## src/rtl/dbg_trap_pkg.sv

```systemverilog
package dbg_trap_pkg;
    localparam int CORE_AW = 16;
    localparam int CORE_DW = 8;
    localparam int HOST_AW = 4;
    localparam int HOST_DW = 32;

    localparam logic [HOST_AW-1:0] RA_CTRL = 4'd0;
    localparam logic [HOST_AW-1:0] RA_CMD  = 4'd1;
    localparam logic [HOST_AW-1:0] RA_STAT = 4'd2;
    localparam int                 RA_CMP_BASE = 4;

    typedef enum logic [1:0] {
        SP_CODE  = 2'd0,
        SP_IDATA = 2'd1,
        SP_XDATA = 2'd2,
        SP_SFR   = 2'd3
    } space_e;

    typedef enum logic [1:0] {
        CMD_HALT = 2'd0,
        CMD_RUN  = 2'd1,
        CMD_STEP = 2'd2,
        CMD_SKIP = 2'd3
    } cmd_e;

    typedef enum logic [1:0] {
        RC_RUN  = 2'd0,
        RC_HALT = 2'd1,
        RC_STEP = 2'd2,
        RC_SKIP = 2'd3
    } rc_state_e;

    typedef struct packed {
        logic               en;
        logic               dce;
        logic               acc_wr;
        logic               acc_rd;
        space_e             space;
        logic [CORE_DW-1:0] data;
        logic [CORE_AW-1:0] addr;
    } cmp_cfg_t;

    localparam int CFG_W = $bits(cmp_cfg_t);
endpackage

```

## src/rtl/dbg_cmp_bank.sv

```systemverilog
module dbg_cmp_bank
    import dbg_trap_pkg::*;
#(
    parameter int NCMP = 4
) (
    input  cmp_cfg_t [NCMP-1:0] cfg_i,
    input  logic                sess_en_i,
    input  logic                fetch_vld_i,
    input  logic [CORE_AW-1:0]  fetch_addr_i,
    input  logic                mem_vld_i,
    input  logic [1:0]          mem_space_i,
    input  logic                mem_wr_i,
    input  logic [CORE_AW-1:0]  mem_addr_i,
    input  logic [CORE_DW-1:0]  mem_data_i,
    output logic [NCMP-1:0]     hit_o
);
    for (genvar g = 0; g < NCMP; g++) begin : g_cmp
        logic is_code;
        logic code_hit;
        logic space_ok;
        logic type_ok;
        logic data_ok;
        logic data_hit;

        assign is_code  = (cfg_i[g].space == SP_CODE);
        assign code_hit = is_code && fetch_vld_i
                          && (fetch_addr_i == cfg_i[g].addr);
        assign space_ok = !is_code && (mem_space_i == cfg_i[g].space);
        assign type_ok  = mem_wr_i ? cfg_i[g].acc_wr : cfg_i[g].acc_rd;
        assign data_ok  = !cfg_i[g].dce || (mem_data_i == cfg_i[g].data);
        assign data_hit = mem_vld_i && space_ok && type_ok && data_ok
                          && (mem_addr_i == cfg_i[g].addr);
        assign hit_o[g] = sess_en_i && cfg_i[g].en && (code_hit || data_hit);
    end
endmodule

```

## src/rtl/dbg_host_regs.sv

```systemverilog
module dbg_host_regs
    import dbg_trap_pkg::*;
#(
    parameter int NCMP = 4
) (
    input  logic                clk,
    input  logic                rst_n,
    input  logic                host_wr_i,
    input  logic                host_rd_i,
    input  logic [HOST_AW-1:0]  host_addr_i,
    input  logic [HOST_DW-1:0]  host_wdata_i,
    input  logic [NCMP-1:0]     hit_i,
    input  rc_state_e           state_i,
    output logic [HOST_DW-1:0]  host_rdata_o,
    output logic                access_o,
    output logic                sess_en_o,
    output logic                cmd_vld_o,
    output cmd_e                cmd_o,
    output cmp_cfg_t [NCMP-1:0] cfg_o
);
    typedef struct packed {
        logic                sess_en;
        cmp_cfg_t [NCMP-1:0] cfg;
        logic [NCMP-1:0]     status;
        logic [HOST_DW-1:0]  rdata;
        logic                access;
    } regs_t;

    regs_t q, d;

    logic unused_wbits;
    assign unused_wbits = ^host_wdata_i[HOST_DW-1:CFG_W];

    always_comb begin
        d        = q;
        d.access = host_wr_i || host_rd_i;
        d.status = q.status | hit_i;
        if (host_wr_i) begin
            if (host_addr_i == RA_CTRL) d.sess_en = host_wdata_i[0];
            if (host_addr_i == RA_STAT)
                d.status = (q.status & ~host_wdata_i[NCMP-1:0]) | hit_i;
            for (int i = 0; i < NCMP; i++) begin
                if (host_addr_i == HOST_AW'(RA_CMP_BASE + i))
                    d.cfg[i] = cmp_cfg_t'(host_wdata_i[CFG_W-1:0]);
            end
        end
        if (host_rd_i) begin
            d.rdata = '0;
            case (host_addr_i)
                RA_CTRL: d.rdata[0]        = q.sess_en;
                RA_CMD:  d.rdata[1:0]      = state_i;
                RA_STAT: d.rdata[NCMP-1:0] = q.status;
                default: begin
                    for (int i = 0; i < NCMP; i++) begin
                        if (host_addr_i == HOST_AW'(RA_CMP_BASE + i))
                            d.rdata[CFG_W-1:0] = q.cfg[i];
                    end
                end
            endcase
        end
    end

    always_ff @(posedge clk or negedge rst_n) begin
        if (!rst_n) q <= '0;
        else        q <= d;
    end

    assign host_rdata_o = q.rdata;
    assign access_o     = q.access;
    assign sess_en_o    = q.sess_en;
    assign cfg_o        = q.cfg;
    assign cmd_vld_o    = host_wr_i && (host_addr_i == RA_CMD);
    assign cmd_o        = cmd_e'(host_wdata_i[1:0]);

    for (genvar g = 0; g < NCMP; g++) begin : g_sticky

        sticky_status_chk: assert property (@(posedge clk) disable iff (!rst_n)
            ($past(q.status[g]) && !($past(host_wr_i)
              && ($past(host_addr_i) == RA_STAT) && $past(host_wdata_i[g])))
            |-> q.status[g]);
    end
endmodule

```

## src/rtl/dbg_run_ctl.sv

```systemverilog
module dbg_run_ctl
    import dbg_trap_pkg::*;
(
    input  logic      clk,
    input  logic      rst_n,
    input  logic      sess_en_i,
    input  logic      cmd_vld_i,
    input  cmd_e      cmd_i,
    input  logic      hit_any_i,
    input  logic      instr_done_i,
    output logic      core_hold_o,
    output logic      core_skip_o,
    output logic      code_run_o,
    output rc_state_e state_o
);
    typedef struct packed {
        rc_state_e st;
        logic      halt_req;
    } rc_t;

    rc_t q, d;
    logic halt_cmd;

    assign halt_cmd = cmd_vld_i && (cmd_i == CMD_HALT);

    always_comb begin
        d = q;
        case (q.st)
            RC_RUN: begin
                if (halt_cmd || hit_any_i) d.halt_req = 1'b1;
                if (instr_done_i && (q.halt_req || halt_cmd || hit_any_i)) begin
                    d.st       = RC_HALT;
                    d.halt_req = 1'b0;
                end
            end
            RC_HALT: begin
                d.halt_req = 1'b0;
                if (cmd_vld_i) begin
                    case (cmd_i)
                        CMD_RUN:  d.st = RC_RUN;
                        CMD_STEP: d.st = RC_STEP;
                        CMD_SKIP: d.st = RC_SKIP;
                        default:  d.st = RC_HALT;
                    endcase
                end
            end
            default: begin
                d.halt_req = 1'b0;
                if (instr_done_i) d.st = RC_HALT;
            end
        endcase
        if (!sess_en_i) begin
            d.st       = RC_RUN;
            d.halt_req = 1'b0;
        end
    end

    always_ff @(posedge clk or negedge rst_n) begin
        if (!rst_n) q <= '{st: RC_RUN, halt_req: 1'b0};
        else        q <= d;
    end

    assign core_hold_o = (q.st == RC_HALT);
    assign core_skip_o = (q.st == RC_SKIP);
    assign code_run_o  = (q.st != RC_HALT);
    assign state_o     = q.st;


    boundary_only_chk: assert property (@(posedge clk) disable iff (!rst_n)
        (q.st == RC_RUN && !instr_done_i) |=> !core_hold_o);

    step_halts_chk: assert property (@(posedge clk) disable iff (!rst_n)
        (q.st == RC_STEP && instr_done_i && sess_en_i) |=> core_hold_o);

    skip_released_chk: assert property (@(posedge clk) disable iff (!rst_n)
        core_skip_o |-> (!core_hold_o && code_run_o));

    sess_off_release_chk: assert property (@(posedge clk) disable iff (!rst_n)
        (!sess_en_i && !$past(sess_en_i)) |-> !core_hold_o);
endmodule

```

## src/rtl/dbg_trap_unit.sv

```systemverilog
module dbg_trap_unit
    import dbg_trap_pkg::*;
#(
    parameter int NCMP = 4
) (
    input  logic               clk,
    input  logic               rst_n,
    input  logic               fetch_vld,
    input  logic [CORE_AW-1:0] fetch_addr,
    input  logic               instr_done,
    input  logic               mem_vld,
    input  logic [1:0]         mem_space,
    input  logic               mem_wr,
    input  logic [CORE_AW-1:0] mem_addr,
    input  logic [CORE_DW-1:0] mem_data,
    input  logic               host_wr,
    input  logic               host_rd,
    input  logic [HOST_AW-1:0] host_addr,
    input  logic [HOST_DW-1:0] host_wdata,
    output logic [HOST_DW-1:0] host_rdata,
    output logic               core_hold,
    output logic               core_skip,
    output logic               code_run,
    output logic               dbg_access,
    output logic               dbg_idle
);
    localparam int MAX_CMP = (1 << HOST_AW) - RA_CMP_BASE;
    localparam int NCMP_OK = (NCMP < 1) ? 1 : ((NCMP > MAX_CMP) ? MAX_CMP : NCMP);

    cmp_cfg_t [NCMP_OK-1:0] cfg;
    logic [NCMP_OK-1:0]     hit_vec;
    logic                   sess_en;
    logic                   cmd_vld;
    cmd_e                   cmd;
    rc_state_e              rc_state;

    dbg_host_regs #(.NCMP(NCMP_OK)) u_regs (
        .clk          (clk),
        .rst_n        (rst_n),
        .host_wr_i    (host_wr),
        .host_rd_i    (host_rd),
        .host_addr_i  (host_addr),
        .host_wdata_i (host_wdata),
        .hit_i        (hit_vec),
        .state_i      (rc_state),
        .host_rdata_o (host_rdata),
        .access_o     (dbg_access),
        .sess_en_o    (sess_en),
        .cmd_vld_o    (cmd_vld),
        .cmd_o        (cmd),
        .cfg_o        (cfg)
    );

    dbg_cmp_bank #(.NCMP(NCMP_OK)) u_cmp (
        .cfg_i        (cfg),
        .sess_en_i    (sess_en),
        .fetch_vld_i  (fetch_vld),
        .fetch_addr_i (fetch_addr),
        .mem_vld_i    (mem_vld),
        .mem_space_i  (mem_space),
        .mem_wr_i     (mem_wr),
        .mem_addr_i   (mem_addr),
        .mem_data_i   (mem_data),
        .hit_o        (hit_vec)
    );

    dbg_run_ctl u_rc (
        .clk          (clk),
        .rst_n        (rst_n),
        .sess_en_i    (sess_en),
        .cmd_vld_i    (cmd_vld),
        .cmd_i        (cmd),
        .hit_any_i    (|hit_vec),
        .instr_done_i (instr_done),
        .core_hold_o  (core_hold),
        .core_skip_o  (core_skip),
        .code_run_o   (code_run),
        .state_o      (rc_state)
    );

    assign dbg_idle = !sess_en;
endmodule

```

## config.mk

```make
export PLATFORM = sky130hd
export DESIGN_NAME = dbg_trap_unit
export DESIGN_NICKNAME = d
export VERILOG_FILES = /design/src/rtl/dbg_trap_pkg.sv /design/src/rtl/dbg_cmp_bank.sv /design/src/rtl/dbg_host_regs.sv /design/src/rtl/dbg_run_ctl.sv /design/src/rtl/dbg_trap_unit.sv
export SDC_FILE = /design/constraint.sdc
export NUM_CORES = 1
export LEC_CHECK = 0
export BUFFER_PORTS_ARGS = -buffer_cell sky130_fd_sc_hd__buf_4
export CAP_MARGIN = 10
export CORE_MARGIN = 4
export CORE_UTILIZATION = 53
export DETAILED_ROUTE_END_ITERATION = 8
export HOLD_SLACK_MARGIN = 0.06
export PLACE_DENSITY = 0.76
export RECOVER_POWER = 50
export SYNTH_ARGS = -nofsm -noshare
export SYNTH_HDL_FRONTEND = slang
export SYNTH_SLANG_ARGS = --single-unit
```

## constraint.sdc

```tcl
create_clock -name clk -period 1.6 [get_ports clk]
set_input_delay 0 -clock clk [delete_from_list [all_inputs] [get_ports clk]]
set_output_delay 0 -clock clk [all_outputs]
set_load 0.01 [all_outputs]
```

==> Yosys cells after proc, flatten, opt, wreduce, memory -nomap -nowiden <==
Index checks and enable logic that the tools add are counted.
{ "classes": {"n_eq_ne": 32, "muxes": 21, "bitwise_logic": 4, "reduce_logical": 76} }
{ "op_table": {"columns": ["op", "count"], "rows": [
  ["16-bit == test", 8],
  ["30-bit two-way mux", 4],
  ["1-bit logical AND", 39],
  ["8-bit == test", 4],
  ["26-bit two-way mux", 1],
  ["4-bit by 3-bit == test with 1-bit output, second input constant", 4],
  ["2-bit logical NOT", 6],
  ["1-bit logical OR", 12],
  ["2-bit AND reduction", 5],
  ["1-bit logical NOT", 9],
  ["2-bit == test", 4],
  ["4-bit two-way mux", 2],
  ["4-bit bitwise OR", 2],
  ["2-bit == test, second input constant", 3],
  ["3-bit two-way mux", 2],
  ["3-bit by 2-bit != test with 1-bit output, second input constant", 2],
  ["1-bit case mux with 3 select lines", 2],
  ["2-bit case mux with 3 select lines", 1],
  ["3-bit case mux with 2 select lines", 1],
  ["1-bit two-way mux", 5],
  ["4-bit AND", 1],
  ["2-bit by 1-bit == test with 1-bit output, second input constant", 2],
  ["4-bit by 1-bit == test with 1-bit output, second input constant", 1],
  ["4-bit by 2-bit == test with 1-bit output, second input constant", 1],
  ["other kinds (11)", 12]
]} }
{ "word_totals": {"ff_bits": 159, "inputBits": 86, "output_inout_bits": 37, "word_cells": 167} }

==> Depth between registers and ports, before layout <==
{ "depth": {"word_depth": 15, "ltp_mapped": 8, "mapped_depth_nobuf": 7} }

==> Hierarchy <==
Synthesis repeated with hierarchy kept, for this count alone.
{ "unflattened": {"hier_cells": 882, "hier_area_um2": 10257.3} }
{ "by_module_without_submodules": {"columns": ["mod", "instances", "cells_each", "area_each_um2", "seq_area_each_um2"], "rows": [
  ["dbg_host_regs", 1, 591, 7925.1, 3903.7],
  ["dbg_cmp_bank", 1, 266, 2077.0, 0.0],
  ["dbg_run_ctl", 1, 23, 244.0, 75.1],
  ["dbg_trap_unit", 1, 2, 11.3, 0.0]
]} }

==> Worst setup path after synthesis <==
No wires, ideal clock.
{ "synth_path": {"path_type": "reg2reg", "from": "register u_regs.q (netlist bit u_regs.cfg_o[90])", "to": "register u_rc.q[0] in the netlist's numbering", "setup_ps": 95, "arrival_ps": 1453, "t_required_ps": 1505, "slack_ps": 52, "path_stages_with_launch": 7, "path_buffers": 0, "period_less_slack_ps": 1548, "path_cell_list": "dfrtp_1 -> xor2_1 -> nor4_1 -> nand3_1 -> o41ai_2 -> nor4_1 -> nor4b_2"} }
{ "synth_via": {"elab_chain_len": 10, "elab_cells_between_ends": 14, "classes_between": "eq/ne: 3; mux: 3; reduce/logical: 8"} }
{ "synth_lines": {"columns": ["item", "line", "text"], "rows": [
  ["from (decl)", "dbg_host_regs.sv:29", "regs_t q, d;"],
  ["from (signal assigned)", "dbg_host_regs.sv:64", "if (!rst_n) q <= '0;"],
  ["from (signal assigned)", "dbg_host_regs.sv:65", "else q <= d;"],
  ["16-bit == test, on equally long branches", "dbg_cmp_bank.sv:27, dbg_cmp_bank.sv:32", null],
  ["1-bit logical AND, on equally long branches", "dbg_cmp_bank.sv:27, dbg_cmp_bank.sv:32", null],
  ["1-bit logical OR (*)", "dbg_cmp_bank.sv:33", "assign hit_o[g] = sess_en_i && cfg_i[g].en && (code_hit || data_hit);"],
  ["1-bit logical AND (*)", "dbg_cmp_bank.sv:33", null],
  ["4-bit OR reduction (*)", "dbg_trap_unit.sv:73", ".hit_any_i (|hit_vec),"],
  ["1-bit logical OR", "dbg_run_ctl.sv:31", "if (instr_done_i && (q.halt_req || halt_cmd || hit_any_i)) begin"],
  ["1-bit logical AND", "dbg_run_ctl.sv:31", null],
  ["3-bit two-way mux", "dbg_run_ctl.sv:31", null],
  ["3-bit case mux with 2 select lines", "dbg_run_ctl.sv:28", "case (q.st)"],
  ["3-bit two-way mux", "dbg_run_ctl.sv:52", "if (!sess_en_i) begin"],
  ["to (signal assigned)", "dbg_run_ctl.sv:59", "if (!rst_n) q <= '{st: RC_RUN, halt_req: 1'b0};"],
  ["to (decl)", "dbg_run_ctl.sv:21", "rc_t q, d;"]
]} }
Mark *: on every way between the ends. The rest lies on a longest branch, timed or not. The select of a mux whose other input is x is not followed.
A chain may end at the register's enable or synchronous reset.

==> Worst setup path after layout <==
{ "layout_path": {"from": "register u_regs.q (netlist bit u_regs.cfg_o[41])", "to": "register u_rc.q[0] in the netlist's numbering"} }
The elaborated chain is that of the path after synthesis.

==> results.md <==
- Die Wd: about 140 microns
- Synth Flop Type: dfrtp_1
- Vias per cell: just under 6
- Row count: 47
- DR pass1 iterations: 8
- Initial antenna violation count: 0
- EDFF count, synth: 0
- Minimum clock period: about 1.9 ns
- Crit path arrival time: approximately 2.2 ns
- CP startpoint kind: register
- Largest net degree at the start of global routing: 57
- Post-synth top area share: 0.436
- CP Capture Type: register
- Outcome: finished with violations
- Worst slew pin tran: around 1.1 ns
- Wire length per cell: about 23 microns
- Detailed Route Iter0 Violations: a little over 1,000
- Synth cell count leaders: 159 x dfrtp_1, 116 x xnor2_1, 86 x mux2_2
- Share of the clock period used by the worst path: 1.18
- Fill cell count: between 1,000 and 1,500
- Leakage power: approximately 5.5 nW
- Synthesized flop and latch total: 159
- Max-slew violations: 0
- Vias in the first global route: 7,756
- P&R area growth vs syn: 34.4%
- Starting density of the core: 0.546
- Asr flop ratio synth: 1.00
- Antenna-violating nets left: 0
- Post-synthesis sequential area ratio: 0.436
- I/O pins: between 100 and 150
- Port-buffer cells: 118
- RSZ-0062 raised after global routing: yes
- Sink Count: roughly 160
- Chip height: between 100 and 150 microns
- H-tree depth: 4
- TNS Setup: -0.905 ns
- Synth Cell Area: roughly 9000 sq um
- Layout Nets: about 1,100
- Final-report setup violation count: 7
- Total track usage: 0.296
- Grt total ovfl: 0
- Mapped Cells: 808
- Pwr/cell area: ~1200 nW/um^2
- Slew HR: 0.238
- Fin Clk Skew: 0.00967 ns
- Placed wire-length estimate: 20,500 microns
- TritonCTS buffer count: 17
- Total Die Area: slightly below 20,000 sq um
- Number of max-cap violations: 0
- Crit path required time: 1.94 ns
- Failing checks: setup timing
- Post-synth top area cell: dfrtp_1
- Top post-synthesis cells by area: dfrtp_1 44%, xnor2_1 11%, mux2_2 11%, xor2_1 4.6%, mux2_4 4.3%
- Clock Path Buffers: 2
- Worst-Skew Late Latency: roughly 0.44 ns
- Top cell by count, worst path: nand4_1
- PnR worst setup slack: -0.290 ns
- DR vias: between 7,000 and 8,000
- Total power: approximately 0.014 W
- RePlAce Congestion: between 1 and 1.5
- # diodes: 0
- Final Hold Fails: 0
- Root buffer cell: clkbuf_16
- Maximum clock frequency: roughly 0.53 GHz
- Slowest stage delay, CP: 0.42 ns
- CP cell instances: xnor2_1, nand4_1, nor4_2, buf_4, nand4_1, nand4_1, nor4_4, nor4b_2
- CP Max Fanout: 3
- DRC Markers: 0
- Syn_area_per_cell: around 11 sq um
- Worst-path clk slew: about 0.07 ns
- TritonCTS clock tree: built
- HP Class: in2reg
- Count leader, synth: dfrtp_1
- Final WL: 29,400 microns
- Crit Path Category: reg2reg
- First-pass GRT wire length: roughly 44,000 microns
- Core area: 16,700 sq um
- VDD IR max: 0.855 mV
- Slowest stage cell, crit path: dfrtp_1
- Synth cell types: 48
- Layout cells sized above 1: 0.415
- Synth Warn #: 0
==> worst paths after layout <==
path / start / to / slack, ns / cells past startpoint
max: u_regs.cfg_o[41] / u_rc.q[0] / -0.29 / 8
min: host_rd / u_regs.host_rdata_o[29] / 0.09 / 2
max reg2reg: u_regs.cfg_o[41] / u_rc.q[0] / -0.29 / 8
min reg2reg: u_regs.host_rdata_o[2] / u_regs.host_rdata_o[2] / 0.48 / 1
max in group asynchronous: rst_n / u_regs.cfg_o[10] / 0.15 / 3
min in group asynchronous: rst_n / u_regs.cfg_o[16] / 0.46 / 3
==> sequential cells by signal, summed over array words and instances, names as in the netlist <==
name	flops
u_regs.q	4
u_regs.sess_en_o	1
u_regs.host_rdata_o	30
u_regs.access_o	1
u_rc.q	1
u_rc.state_o	2
u_regs.cfg_o	120
==> final cells by class <==
class	instances	area [sq um]	area share
clock inverters	8	105	0.00857
repair buffers	304	2430	0.198
well taps	220	275	0.0224
flip-flops and latches	159	3990	0.325
clock buffers	24	482	0.0393
inverters	32	120	0.00979
multi-input cells	542	4860	0.397
==> power by group <==
group	internal [W]	leakage, nW	total (W)	switching, W
Combinational	0.00261	3.25	0.00456	0.00195
Sequential	0.00480	2.00	0.00571	0.000902
Clock	0.00243	0.277	0.00412	0.00169
Total	0.00984	5.53	0.0144	0.00455
==> layer usage <==
| metal | track usage | vias up | wire length (microns) |
|---|---|---|---|
| li1 | - | 3377 | - |
| met1 | 0.413 | 3806 | 12500 |
| met2 | 0.467 | 383 | 13900 |
| met3 | 0.0652 | 55 | 2350 |
| met4 | 0.0922 | 0 | 686 |
| met5 | 0 | - | 0 |
==> layout by cell type, fill, tap and decap left out, types with 4 or more instances in the layout <==
master and n:
buf_4 238, nand2b_1 6, inv_1 32, xor2_1 48, nor3_1 6, dfrtp_2 5
xnor2_2 15, o21ai_1 5, a222oi_1 26, clkbuf_16 17, mux2_2 84, nand2_1 30
clkbuf_1 15, buf_12 6, nor4_2 6, dlygate4sd3_1 37, xnor2_1 100, a21boi_0 25
a21oi_1 11, nor2_1 11, mux2_4 28, o22ai_1 27, nand4_1 35, mux2i_1 6
dfrtp_1 154, buf_6 6, nand3_1 4, o21ai_0 11, nor4_1 10
==> critical path: cells and delay by family (launching register included) <==
family	cells	cell delay [ns]
xor+xnor	1	0.26
buf+inv	1	0.15
simple gates	6	0.96
flops	1	0.42
==> what timing repair did <==
| action | 4_1_cts | 5_1_grt |
|---|---|---|
| setup buffers | 6 | 7 |
| endpoints found under the hold margin | 287 | 0 |
| cloned | 0 | 0 |
| pin swaps | 5 | 18 |
| gates resized for setup | 17 | 41 |
| endpoints found under the setup margin | 6 | 8 |
| hold buffers | 38 | 0 |
==> per-stage QoR <==
stage / instances / setup WS [ns] / util / hold slack, ns / area, sq um
finish: 1289 / -0.290 / 0.734 / 0.0896 / 12300
global route: 1289 / -0.413 / 0.734 / 0.0982 / 12300
CTS: 1284 / -0.181 / 0.724 / 0.0668 / 12100
detailed placement: 1208 / -0.222 / 0.658 / -0.107 / 11000
global placement: 1208 / -0.231 / 0.658 / -0.104 / 11000
floorplan: 809 / 0.0520 / - / -0.296 / 9130
==> cell families (layout without fill, tap and decap cells) <==
group                      after synthesis  in the layout  synth area share
muxes                                  121            121             0.160
and+or+nand+nor                        129            129            0.0801
AOI/OAI and AO/OA                      123            123            0.0979
adders and majority gates                3              3           0.00411
xor gates and xnor gates               164            164             0.157
buffers and inverters                  108            368            0.0638
DFF                                    159            159             0.436
other                                    1              2          0.000411
Power figures use the tool's default switching activity.
